[config.mk]
export PLATFORM = sky130hd
export DESIGN_NAME = board_ctl
export DESIGN_NICKNAME = d
export VERILOG_FILES = /design/src/rtl/board_ctl_pkg.sv /design/src/rtl/board_ctl_decode.sv /design/src/rtl/board_ctl_sync.sv /design/src/rtl/board_ctl_rst_trig.sv /design/src/rtl/board_ctl.sv
export SDC_FILE = /design/constraint.sdc
export NUM_CORES = 1
export LEC_CHECK = 0
export CORE_MARGIN = 2
export CORE_UTILIZATION = 33
export CTS_BUF_LIST = sky130_fd_sc_hd__clkbuf_4 sky130_fd_sc_hd__clkbuf_8
export DETAILED_ROUTE_END_ITERATION = 8
export PLACE_DENSITY = 0.88
export SLEW_MARGIN = 20
export SYNTH_ARGS = -nofsm -noshare
export SYNTH_HDL_FRONTEND = slang
export SYNTH_SLANG_ARGS = --single-unit
[constraint.sdc]
create_clock -name clk_i -period 6.1 [get_ports clk_i]
set_input_delay 1.22 -clock clk_i [delete_from_list [all_inputs] [get_ports clk_i]]
set_output_delay 1.22 -clock clk_i [all_outputs]
set_load 0.01 [all_outputs]
[src/rtl/board_ctl_pkg.sv]
package board_ctl_pkg;
  localparam int unsigned DATA_W = 32;
  localparam int unsigned OFF_W  = 16;
  localparam int unsigned NREG   = 5;

  // index * 4 gives the byte offset; software relies on these positions
  typedef enum logic [2:0] {
    REG_ID  = 3'd0,
    REG_CLK = 3'd1,
    REG_LED = 3'd2,
    REG_SW  = 3'd3,
    REG_RST = 3'd4
  } reg_e;

  localparam logic [DATA_W-1:0] RST_MAGIC = 32'h0000_DEAD;

  function automatic logic [OFF_W-1:0] reg_offset(input int unsigned idx);
    return OFF_W'(idx * 4);
  endfunction
endpackage

[src/rtl/board_ctl_decode.sv]
module board_ctl_decode
  import board_ctl_pkg::*;
(
  input  logic [OFF_W-1:0] off_i,
  output logic [NREG-1:0]  sel_o
);
  for (genvar g = 0; g < NREG; g++) begin : g_sel
    assign sel_o[g] = (off_i == reg_offset(g));
  end
endmodule

[src/rtl/board_ctl_sync.sv]
module board_ctl_sync #(
  parameter int unsigned W = 8
) (
  input  logic         clk_i,
  input  logic         rst_ni,
  input  logic [W-1:0] d_i,
  output logic [W-1:0] q_o
);
  for (genvar g = 0; g < W; g++) begin : g_bit
    logic meta_q, sync_q;
    always_ff @(posedge clk_i or negedge rst_ni) begin
      if (!rst_ni) begin
        meta_q <= 1'b0;
        sync_q <= 1'b0;
      end else begin
        meta_q <= d_i[g];
        sync_q <= meta_q;
      end
    end
    assign q_o[g] = sync_q;
  end
endmodule

[src/rtl/board_ctl_rst_trig.sv]
module board_ctl_rst_trig
  import board_ctl_pkg::*;
(
  input  logic              clk_i,
  input  logic              rst_ni,
  input  logic              we_i,
  input  logic              sel_i,
  input  logic [DATA_W-1:0] wdata_i,
  output logic              req_o
);
  logic fire;
  assign fire = we_i & sel_i & (wdata_i == RST_MAGIC);

  always_ff @(posedge clk_i or negedge rst_ni) begin
    if (!rst_ni) req_o <= 1'b0;
    else         req_o <= fire;
  end

  // a request is always preceded by a qualifying write
  a_r5_req_has_cause: assert property (@(posedge clk_i) disable iff (!rst_ni)
    req_o |-> $past(we_i && sel_i && wdata_i == RST_MAGIC));
endmodule

[src/rtl/board_ctl.sv]
module board_ctl
  import board_ctl_pkg::*;
#(
  parameter int unsigned       ADDR_W   = 32,
  parameter int unsigned       LED_W    = 8,
  parameter int unsigned       SW_W     = 8,
  parameter logic [DATA_W-1:0] BUILD_ID = 32'h0927_2011,
  parameter logic [DATA_W-1:0] CLK_HZ   = 32'd10_000_000
) (
  input  logic              clk_i,
  input  logic              rst_ni,
  input  logic [ADDR_W-1:0] addr_i,
  input  logic              we_i,
  input  logic [DATA_W-1:0] wdata_i,
  output logic [DATA_W-1:0] rdata_o,
  output logic [LED_W-1:0]  led_o,
  input  logic [SW_W-1:0]   sw_i,
  output logic              rst_req_o
);
  localparam int unsigned HI_W = ADDR_W - OFF_W;

  logic [OFF_W-1:0] off;
  logic [NREG-1:0]  sel;
  logic [SW_W-1:0]  sw_sync;
  logic [LED_W-1:0] led_q;
  logic [DATA_W-1:0] rd_word [NREG];

  assign off = addr_i[OFF_W-1:0];
  if (HI_W > 0) begin : g_hi
    logic unused_addr_hi;
    assign unused_addr_hi = ^addr_i[ADDR_W-1:OFF_W];
  end

  board_ctl_decode u_dec (.off_i(off), .sel_o(sel));

  board_ctl_sync #(.W(SW_W)) u_sync (
    .clk_i(clk_i), .rst_ni(rst_ni), .d_i(sw_i), .q_o(sw_sync)
  );

  always_ff @(posedge clk_i or negedge rst_ni) begin
    if (!rst_ni)                 led_q <= '0;
    else if (we_i && sel[REG_LED]) led_q <= wdata_i[LED_W-1:0];
  end
  assign led_o = led_q;

  board_ctl_rst_trig u_trig (
    .clk_i(clk_i), .rst_ni(rst_ni), .we_i(we_i),
    .sel_i(sel[REG_RST]), .wdata_i(wdata_i), .req_o(rst_req_o)
  );

  assign rd_word[REG_ID]  = BUILD_ID;
  assign rd_word[REG_CLK] = CLK_HZ;
  assign rd_word[REG_LED] = DATA_W'(led_q);
  assign rd_word[REG_SW]  = DATA_W'(sw_sync);
  assign rd_word[REG_RST] = '0;

  // AND-OR read mux; no select -> zero
  always_comb begin
    rdata_o = '0;
    for (int i = 0; i < NREG; i++)
      if (sel[i]) rdata_o |= rd_word[i];
  end

  // decode never selects two registers
  a_r6_sel_onehot: assert property (@(posedge clk_i) disable iff (!rst_ni)
    $onehot0(sel));
  // LED loads from a write at offset 0x8
  a_r3_led_load: assert property (@(posedge clk_i) disable iff (!rst_ni)
    (we_i && addr_i[OFF_W-1:0] == 16'h0008) |=> led_o == $past(wdata_i[LED_W-1:0]));
  // LED holds without such a write
  a_r3_led_hold: assert property (@(posedge clk_i) disable iff (!rst_ni)
    !(we_i && addr_i[OFF_W-1:0] == 16'h0008) |=> $stable(led_o));
  // magic write always produces the request
  a_r5_magic_fires: assert property (@(posedge clk_i) disable iff (!rst_ni)
    (we_i && addr_i[OFF_W-1:0] == 16'h0010 && wdata_i == 32'h0000_DEAD) |=> rst_req_o);
endmodule

==> metrics.md <==
| Metric | Value |
|---|---|
| Post-Synth Adder-Cell Area | 0% |
| Total grt overflow | 0 |
| Io pins | 116 |
| Final setup fails | 0 |
| Flop pwr share | 53.1% |
| Mux cell area share after synthesis | between 10% and 20% |
| Psw | 0.0663 mW |
| FF/Latch Area | around 630 µm² |
| Drt total wl | between 3000 and 4000 µm |
| Sequential fraction of the synthesis area | 51.4% |
| Critical path required time | just under 5 ns |
| Compound-Gate Fraction of Synth Area | 1.65% |
| DRT iter0 DRCs | 31 |
| Arr. time, crit path | between 3 and 4 ns |
| Port bufs | 89 |
| Crit path max fanout | 7 |
| # H-tree levels | 1 |
| Power per cell area | around 160 mW/mm² |
| Filler instances | roughly 310 |
| Clock Skew | around 0.00043 ns |
| Total number of vias | between 1,000 and 1,500 |
| Max Cap Viol | 0 |
| CTS resizes | 0 |
| Initial core utilization | between 30% and 40% |
| Max-slew violation count | 0 |
| Cells after Synth | 104 |
| Layout overhead on the synthesized area | 70.4% |
| Final period util | 78.1% |
| Simple-gate share of the synthesized area | between 20% and 30% |
| XOR/XNOR Fraction of Synth Area | 0% |
| Setup TNS Final | 0 ns |
| Layout cell share with drive strength beyond 1 | about a tenth |
| Yosys warns | 0 |
| Largest family of logic cells by synthesized area | simple AND/OR/NAND/NOR gates |
| Hold WC Path Type | register to register |
| Total core area | between 0.003 and 0.004 mm² |
| Post-CTS Setup Inserts | 0 |
| Seq cells post-synth | 25 |
| Die area | between 0.004 and 0.005 mm² |
| Power Total | ~0.32 mW |
| Antenna diodes | 0 |
| Synth cell types | 27 |
| CTS Root Cell | clkbuf_8 |
| Leakage Power | around 0.85 nW |
| Clk pwr share | 30.2% |
| Vias in the first global route | 1,063 |
| Clock buffer depth | 2 |
| CP Launch Type | input pin |
| ANT nets after route | 0 |
| CTS tree | built |
| Die width | 64.7 µm |
| FP Rows | 22 |
| VDD IR max | roughly 0.13 mV |
| RSZ-0062 raised after global routing | no |
| Clk slew on worst S/H paths | about 0.08 ns |
| Clock Latency Late Sink | 0.26 ns |
| Mapped Avg Cell Area | approximately 12 µm² |
| Top cell type's share of synthesized area | 51.4% |
| Transition time of the tightest slew-check pin | about 0.66 ns |
| Final Wtd Congestion | just under 0.8 |
| Area occupied by multi-input gates | ~450 µm² |
| Critical path capture point type | output pin |
| Cts hold-fix bufs | 0 |
| Vias per cell | 4.50 |
| Avg WL per Cell | between 10 and 15 µm |
| Initial antenna violation count | 0 |
| Largest net degree at the start of global routing | 26 |
| Int Pwr | around 0.26 mW |
| Die Ht | 64.7 µm |
| Setup ws final | 1.34 ns |
| Final hold vios | 0 |
| Layout net count | 258 |
| Max_slew headroom | 55.8% |
| Area leader, netlist | dfrtp_1 |
| Final min period | 4.76 ns |
| Dpl ws | between 1 and 1.5 ns |
| DR DRC count | 0 |
| First-pass GRT wire length | roughly 5000 µm |
| Mapped cell area | about 0.0012 mm² |
| Status | complete, no violations |
| Drt pass-1 iters | 4 |
| Main area contributors after synthesis | dfrtp_1 (51%), buf_4 (14%), mux2_2 (7.4%), mux2i_1 (4.1%), nor2_1 (2.8%) |
| Number of CTS-inserted buffers | 3 |
| GRT Overall Usage | between 10% and 20% |
| Clk sink count | 25 |
| Post-DP HPWL | around 2600 µm |
| Gate power share | between 10% and 20% |
| Upper clock frequency limit | approximately 210 MHz |
| Switching Fraction | between 20% and 30% |
| Critical path class | input pin to output pin |
-- synth_stat cells --
cell / count
a211oi_1: 2
a21oi_1: 1
and4b_1: 2
buf_1: 1
buf_4: 22
clkbuf_1: 1
conb_1: 1
dfrtp_1: 25
inv_1: 1
mux2_2: 8
mux2i_1: 5
nand2_1: 3
nand2b_1: 1
nand3_1: 1
nand4_1: 3
nand4_2: 1
nor2_1: 9
nor2b_1: 1
nor3_1: 4
nor3_4: 1
nor3b_1: 1
nor4_1: 5
nor4_2: 1
nor4_4: 1
nor4b_1: 1
nor4bb_1: 1
or3b_2: 1
-- layer usage --
metal  vias up  share of wire (%)  GRT usage (%)
met3         0                 13           6.08
met1       476                 38           18.4
met2        67                 48           26.8
met4         0                  0           2.39
met5         -                  0              0
li1        492                  -              -
-- path summary, 6_finish.rpt --
kind | start | endpoint | slack [ns] | cells after the start
setup / recovery | addr_i[7] | rdata_o[20] | 1.34 | 5
max in group asynchronous | rst_ni | u_sync.g_bit[6].meta_q | 4.81 | 1
setup reg to reg | led_o[5] | led_o[5] | 5.32 | 1
min in group asynchronous | rst_ni | led_o[2] | 0.93 | 1
hold / removal | u_sync.g_bit[3].meta_q | u_sync.g_bit[3].sync_q | 0.35 | 0
hold reg to reg | u_sync.g_bit[3].meta_q | u_sync.g_bit[3].sync_q | 0.35 | 0
-- power groups by stage --
stage	clock network [mW]	logic (mW)	registers, mW
floorplan	0	0.0158	0.175
global placement	0	0.0544	0.175
detailed placement	0	0.0550	0.176
CTS	0.101	0.0553	0.172
global route	0.110	0.0590	0.173
finish	0.0978	0.0542	0.172
-- state kept, by name (all words and copies together), names as in the netlist --
name / count
u_sync.g_bit.meta_q: 8
led_o: 8
u_trig.req_o: 1
u_sync.g_bit.sync_q: 8
-- cells in the final DEF (no fill, tap or decap), types with 3 or more instances in the layout --
| cell type | synthesis | layout |
|---|---|---|
| nor3_1 | 4 | 4 |
| nor2_1 | 9 | 9 |
| nand2_1 | 3 | 3 |
| dfrtp_1 | 25 | 25 |
| conb_1 | 1 | 10 |
| nor4_1 | 5 | 5 |
| clkbuf_8 | 0 | 3 |
| mux2_2 | 8 | 8 |
| mux2i_1 | 5 | 5 |
| nand4_1 | 3 | 3 |
| clkdlybuf4s50_1 | 0 | 88 |
-- worst max-delay path, stage by stage --
cell and delay (ns):
clkdlybuf4s50_1 0.41, nor4_2 0.35, nand4_2 0.27, nor3b_1 0.62, clkdlybuf4s50_1 0.67
-- logic make-up (layout without fill, tap and decap cells) --
logic type             after synthesis  count (layout)
and+or+nand+nor                     37              37
DFF                                 25              25
buffers and inverters               25              94
muxes                               13              13
AOI/OAI and AO/OA                    3               3
other                                1              10
-- stage by stage --
stage,cells,hold WS (ns),instance area (µm²),utilization [%]
after floorplan,113,0.331,1250,-
after global placement,226,0.332,2030,56.2
after detailed placement,226,0.336,2030,56.2
after CTS,230,0.355,2080,57.6
after global routing,230,0.366,2070,57.5
final,230,0.352,2070,57.5
-- layout make-up --
type / instances / area share, %
Timing Repair Buffer: 89 / 42.8
Sequential cell: 25 / 30.2
Multi-Input combinational cell: 63 / 21.6
Tap cell: 48 / 2.90
Clock buffer: 4 / 2.36
Inverter: 1 / 0.181
Note: power is estimated with default switching activity, not from simulation.
